$ cat src/rtl/zfd_pkg.sv
// Package: shared constants and helpers for the zero flag detector.
// Assumes: channel index 0 is left and index 1 is right.
package zfd_pkg;

    localparam int NUM_CH    = 2;
    localparam int CH_LEFT   = 0;
    localparam int CH_RIGHT  = 1;

    // Classification of one accepted frame for a channel.
    typedef enum logic [1:0] {
        FRAME_NONE    = 2'd0,  // no frame accepted this cycle
        FRAME_ZERO    = 2'd1,  // accepted frame, sample all zero
        FRAME_SIGNAL  = 2'd2,  // accepted frame, sample nonzero
        FRAME_BLOCKED = 2'd3   // detection disabled by test mode
    } frame_kind_e;

endpackage

$ cat src/rtl/zfd_zero_cmp.sv
// Module: zfd_zero_cmp
// Reduces one sample to a single "all bits zero" indication.
// Assumes: the sample is a plain bit vector; its sign has no meaning here.
module zfd_zero_cmp #(
    parameter int SAMPLE_W = 24
) (
    input  logic [SAMPLE_W-1:0] sample_i,
    output logic                is_zero_o
);

    // Purpose: a NOR over every bit of the sample.
    always_comb begin
        is_zero_o = ~(|sample_i);
    end

endmodule

$ cat src/rtl/zfd_frame_class.sv
// Module: zfd_frame_class
// Sorts each cycle for one channel into the frame kinds of zfd_pkg.
// Assumes: test mode takes priority over validity, and validity takes priority over data.
module zfd_frame_class
    import zfd_pkg::*;
(
    input  logic        frame_valid_i,
    input  logic        test_mode_i,
    input  logic        is_zero_i,
    output frame_kind_e kind_o
);

    // Purpose: priority decode of test mode, validity and sample content.
    always_comb begin
        if (test_mode_i) begin
            kind_o = FRAME_BLOCKED;
        end else if (!frame_valid_i) begin
            kind_o = FRAME_NONE;
        end else if (is_zero_i) begin
            kind_o = FRAME_ZERO;
        end else begin
            kind_o = FRAME_SIGNAL;
        end
    end

endmodule

$ cat src/rtl/zfd_run_counter.sv
// Module: zfd_run_counter
// Counts consecutive zero frames for one channel, saturating at ZERO_RUN.
// The flag is registered and rises when the count reaches ZERO_RUN.
// Assumes: kind_i is stable at the rising edge; the reset is synchronous and active low.
module zfd_run_counter
    import zfd_pkg::*;
#(
    parameter int ZERO_RUN = 8192,
    localparam int CNT_W   = $clog2(ZERO_RUN + 1)
) (
    input  logic        clk,
    input  logic        rst_n,
    input  frame_kind_e kind_i,
    output logic        flag_o
);

    localparam logic [CNT_W-1:0] CNT_TOP = CNT_W'(ZERO_RUN);

    logic [CNT_W-1:0] run_q;
    logic [CNT_W-1:0] run_d;
    logic             flag_d;

    // Purpose: next count, either saturating increment, hold or restart.
    always_comb begin
        run_d = run_q;
        unique case (kind_i)
            FRAME_ZERO:    run_d = (run_q == CNT_TOP) ? run_q : run_q + 1'b1;
            FRAME_SIGNAL:  run_d = '0;
            FRAME_BLOCKED: run_d = '0;
            default:       run_d = run_q;
        endcase
        flag_d = (run_d == CNT_TOP);
    end

    // Purpose: state registers with synchronous active-low reset.
    always_ff @(posedge clk) begin
        if (!rst_n) begin
            run_q  <= '0;
            flag_o <= 1'b0;
        end else begin
            run_q  <= run_d;
            flag_o <= flag_d;
        end
    end

    // Assertions guarding the counter.
    p_rise_at_run_r1: assert property (@(posedge clk) disable iff (!rst_n)
        (kind_i == FRAME_ZERO && run_q == CNT_TOP - 1'b1) |=> flag_o);

    p_signal_clears_r3: assert property (@(posedge clk) disable iff (!rst_n)
        (kind_i == FRAME_SIGNAL) |=> (!flag_o && run_q == '0));

    p_test_quiet_r4: assert property (@(posedge clk) disable iff (!rst_n)
        (kind_i == FRAME_BLOCKED) |=> (!flag_o && run_q == '0));

    p_no_overflow_r5: assert property (@(posedge clk) disable iff (!rst_n)
        run_q <= CNT_TOP);

    p_stay_high_r5: assert property (@(posedge clk) disable iff (!rst_n)
        (flag_o && kind_i == FRAME_ZERO) |=> flag_o);

    p_hold_idle_r6: assert property (@(posedge clk) disable iff (!rst_n)
        (kind_i == FRAME_NONE) |=> ($stable(run_q) && $stable(flag_o)));

    p_reset_clear_r7: assert property (@(posedge clk)
        !rst_n |=> (!flag_o && run_q == '0));

endmodule

$ cat src/rtl/zero_flag_detector.sv
// Module: zero_flag_detector (top)
// Two independent zero-run detectors, one for the left channel and one for the right.
// Assumes: one frame per cycle in which frame_valid is high; inputs are synchronous to clk.
module zero_flag_detector
    import zfd_pkg::*;
#(
    parameter int SAMPLE_W = 24,
    parameter int ZERO_RUN = 8192
) (
    input  logic                clk,
    input  logic                rst_n,
    input  logic                frame_valid,
    input  logic [SAMPLE_W-1:0] left_sample,
    input  logic [SAMPLE_W-1:0] right_sample,
    input  logic                test_mode,
    output logic                left_zero_flag,
    output logic                right_zero_flag
);

    logic [SAMPLE_W-1:0] ch_sample [NUM_CH];
    logic [NUM_CH-1:0]   ch_zero;
    frame_kind_e         ch_kind   [NUM_CH];
    logic [NUM_CH-1:0]   ch_flag;

    // Purpose: gather the channel samples into an indexed array.
    always_comb begin
        ch_sample[CH_LEFT]  = left_sample;
        ch_sample[CH_RIGHT] = right_sample;
    end

    for (genvar c = 0; c < NUM_CH; c++) begin : g_ch
        zfd_zero_cmp #(.SAMPLE_W(SAMPLE_W)) u_cmp (
            .sample_i  (ch_sample[c]),
            .is_zero_o (ch_zero[c])
        );

        zfd_frame_class u_cls (
            .frame_valid_i (frame_valid),
            .test_mode_i   (test_mode),
            .is_zero_i     (ch_zero[c]),
            .kind_o        (ch_kind[c])
        );

        zfd_run_counter #(.ZERO_RUN(ZERO_RUN)) u_run (
            .clk    (clk),
            .rst_n  (rst_n),
            .kind_i (ch_kind[c]),
            .flag_o (ch_flag[c])
        );
    end

    // Purpose: route the per-channel flags to the named outputs.
    always_comb begin
        left_zero_flag  = ch_flag[CH_LEFT];
        right_zero_flag = ch_flag[CH_RIGHT];
    end

    // a nonzero right sample in a valid frame forces the right flag low, whatever the left does.
    p_right_indep_r2: assert property (@(posedge clk) disable iff (!rst_n)
        (frame_valid && !test_mode && right_sample != '0) |=> !right_zero_flag);

endmodule

$ cat config.mk
export PLATFORM = sky130hd
export DESIGN_NAME = zero_flag_detector
export DESIGN_NICKNAME = d
export VERILOG_FILES = /design/src/rtl/zfd_pkg.sv /design/src/rtl/zfd_zero_cmp.sv /design/src/rtl/zfd_frame_class.sv /design/src/rtl/zfd_run_counter.sv /design/src/rtl/zero_flag_detector.sv
export SDC_FILE = /design/constraint.sdc
export NUM_CORES = 1
export LEC_CHECK = 0
export BUFFER_PORTS_ARGS = -buffer_cell sky130_fd_sc_hd__buf_4
export CAP_MARGIN = 20
export CORE_MARGIN = 4
export CORE_UTILIZATION = 45
export DETAILED_ROUTE_END_ITERATION = 12
export HOLD_SLACK_MARGIN = 0.05
export PLACE_DENSITY = 0.78
export SYNTH_ARGS = -nofsm -noshare
export SYNTH_HDL_FRONTEND = slang
export SYNTH_HIERARCHICAL = 1
export SYNTH_SLANG_ARGS = --single-unit
$ cat constraint.sdc
create_clock -name clk -period 3.3 [get_ports clk]
set_clock_uncertainty 0.2 [all_clocks]
set_input_delay 0.66 -clock clk [delete_from_list [all_inputs] [get_ports clk]]
set_output_delay 0.66 -clock clk [all_outputs]
set_load 0.1 [all_outputs]
==> impl_metrics.py <==
metrics = {
    "status": {
        "status": "finished clean",
    },
    "clock_tree": {
        "clock-sinks": 30,
        "path_clk_slew_ps": 70,
        "cts_tree": "done",
        "cts_buffer_depth": 2,
        "post_cts.repair.setup_buffers": 0,
        "ctsHoldBuffers": 0,
        "htree_levels": 2,
        "clock_latency_ps": 290,
        "cts_root_buffer": "clkbuf_8",
        "cts_made_buffers": 5,
        "cts_resized": 0,
    },
    "sta": {
        "fmax_ghz": 0.351,
        "worstMarginPinSlew_ps": 389,
        "period_minus_slack_ps": 2850,
        "slew_viol_final": 0,
        "layout_worst_path_cycle_share": 0.864,
        "setup_tns_ps": 0,
        "slew_headroom": 0.739,
        "hold_viol": 0,
        "setup-violations-final": 0,
        "fin_ws_ps": 449,
        "rsz0062_at_grt": "no",
    },
    "synth": {
        "yosysWarnings": 6,
        "synth_cells": 250,
        "synth_ff_type": "dfxtp_1",
        "synth_enable_flop_cells": 0,
        "synth_xor_xnor_area_share": 0.141,
        "ys_seq_area_frac": 0.301,
        "synth.area.top_cells": "dfxtp_1 30%, xnor2_1 7.9%, xor2_1 6.1%",
        "synth_fa_ha_area_frac": 0.0251,
        "synth_top_area_frac": 0.301,
        "yosys_register_bits": 30,
        "synth_compound_area_frac": 0.0991,
        "synth_top_family_by_area": "simple AND/OR/NAND/NOR gates",
        "synth_cell_types": 34,
        "yosys.area_share.simple": 0.348,
        "synth_mux_area_frac": 0.0113,
        "syn_avg_cell_area_um2": 7.98,
        "synth_area_mm2": 0.00199,
        "syn_nets": 306,
        "synthArstFlopShare": 0,
        "synth_top_area_cell": "dfxtp_1",
    },
    "finish": {
        "final_common_cell": "buf_4",
        "area_delta_synth_final_pct": 23.5,
        "layout_common_cells": "57 x buf_4, 30 x nor2_1, 30 x dfxtp_1",
        "diodes": 0,
        "nets": 348,
        "drive_gt1_frac": 0.246,
        "design_area_mm2": 0.00246,
    },
    "power": {
        "finalPower_w": 0.000756,
        "p_leak_nw": 0.887,
        "vdd_drop_max_mv": 0.186,
        "p_per_area_mw_per_mm2": 307,
    },
    "place": {
        "pre_cts_ws_ps": 175,
        "postPlaceCellArea_mm2": 0.00237,
        "dp_hpwl_um": 3740,
        "place_congestion": 0.904,
        "io_buffers": 53,
    },
    "worst_hold_path": {
        "hp-class": "reg -> reg",
        "min_path_cells": 2,
        "hold_path_end": "g_ch[1].u_run/run_q[13]$_SDFF_PN0_",
        "hold_start": "g_ch[1].u_run/run_q[13]$_SDFF_PN0_",
    },
    "critical_path": {
        "critPathKind": "in -> reg",
        "end_kind": "flip-flop",
        "path_depth": 10,
        "cp.arrival_ps": 2860,
        "critical_path_required_ps": 3310,
        "ff2ff_path_depth": 7,
        "reg2reg_to": "g_ch[0].u_run/flag_o$_SDFF_PN0_",
        "rr_startpoint": "g_ch[0].u_run/run_q[0]$_SDFF_PN0_",
        "cp_max_fo": 3,
        "path_delay_family": "simple AND/OR/NAND/NOR gates",
        "cp_num_buf_inv": 1,
        "cp_slowest_cell": "or4_1",
        "max_stage_delay_ps": 480,
        "crit_chain": "buf_4 > nor4_1 > nand4_1 > nor2_1 > a21o_2 > nand3_1 > or4_1 > mux2_2 > or3_1 > nor3_1",
        "reg2reg_setup_slack_ps": 620,
        "startpoint_type": "input pin",
    },
    "floorplan": {
        "die-area_mm2": 0.00556,
        "die_height_um": 74.6,
        "fp.coreArea_mm2": 0.00414,
        "die_w_um": 74.6,
        "ioPinCount": 54,
        "start_util": 0.481,
        "rows": 23,
    },
    "global_routing": {
        "grt_pass1_wl_um": 8030,
        "grt_usage": 0.187,
        "antenna_found_initial": 0,
        "overflow": 0,
        "grt_pass1_vias": 1838,
        "grt_max_degree": 16,
    },
    "routing": {
        "viasPerCell": 5.70,
        "wl_per_cell_um": 14.5,
        "drcViolationCount": 0,
        "detail-route-antenna-nets": 0,
        "drtIter0Drc": 144,
        "num_vias": 1955,
        "drt-total-wl_um": 4960,
        "dr.pass1.iters": 4,
    },
    "run": {
        "maxCapViolCount": 0,
    },
}
tightest hold or removal path, delay by kind of cell, from the launching register on:
family | cells | cell delay (ps)
and+or+nand+nor | 1 | 70
DFF | 1 | 340
xor gates and xnor gates | 1 | 90
logic make-up after synthesis:
kind of cell	count (synthesis)
adder cells (fa/ha/maj)	4
AO/OA/AOI/OAI	22
AND/OR/NAND/NOR	128
multiplexers	2
XOR/XNOR	32
buffers and inverters	32
flip-flops	30
how the worst max path moves through the flow:
| stage | from | end | slack, ps |
|---|---|---|---|
| 2_1_floorplan | left_sample[21] | g_ch[0].u_run/flag_o$_SDFF_PN0_ | 190 |
| 3_3_place_gp | right_sample[14] | g_ch[1].u_run/flag_o$_SDFF_PN0_ | 270 |
| 3_5_place_dp | left_sample[14] | g_ch[0].u_run/flag_o$_SDFF_PN0_ | 170 |
| 4_1_cts | left_sample[14] | g_ch[0].u_run/flag_o$_SDFF_PN0_ | 470 |
| 5_1_grt | left_sample[14] | g_ch[0].u_run/flag_o$_SDFF_PN0_ | 280 |
| 6_report | left_sample[14] | g_ch[0].u_run/flag_o$_SDFF_PN0_ | 450 |
stage by stage:
| stage | hold WS, ps | cells | utilization |
|---|---|---|---|
| finish | 339 | 343 | 0.595 |
| global route | 417 | 343 | 0.595 |
| CTS | 347 | 343 | 0.595 |
| detailed placement | 326 | 335 | 0.572 |
| global placement | 335 | 335 | 0.572 |
| floorplan | 289 | 250 | - |
registers in the layout, indices dropped and copies added, names as in the netlist:
register           cells
g_ch.u_run/run_q      28
g_ch.u_run/flag_o      2
report_power, final:
part | internal, W | total [W] | switching (W)
Clock | 0.000168 | 0.000313 | 0.000145
Combinational | 0.0000524 | 0.0000774 | 0.0000250
Sequential | 0.000363 | 0.000365 | 0.00000201
Total | 0.000583 | 0.000756 | 0.000172
routing by layer:
| metal | vias up | routed length [um] | share of wire | global-route usage |
|---|---|---|---|---|
| met1 | 893 | 2080 | 0.42 | 0.217 |
| met4 | 0 | 74 | 0.015 | 0.0810 |
| li1 | 973 | - | - | - |
| met2 | 84 | 2190 | 0.44 | 0.321 |
| met5 | - | 0 | 0 | 0 |
| met3 | 5 | 618 | 0.12 | 0.0514 |
cell type report:
class                   count  area [um^2]
clock buffers               7         86.3
clock inverters             1         5.00
fillers                   378         1680
inverters                  10         37.5
multi-input cells         188         1240
flip-flops and latches     30          601
well taps                  50         62.6
repair buffers             57          428
Yosys cell counts (all sizes together), types with 6 or more instances:
| master | number |
|---|---|
| dfxtp | 30 |
| nor2 | 30 |
| nand2 | 18 |
| xnor2 | 18 |
| buf | 16 |
| nor4 | 16 |
| nand3 | 14 |
| nor3 | 14 |
| xor2 | 14 |
| inv | 10 |
| nand4 | 10 |
| and4 | 6 |
| clkbuf | 6 |
| or3 | 6 |
No activity file was read; power rests on OpenSTA's default activity.
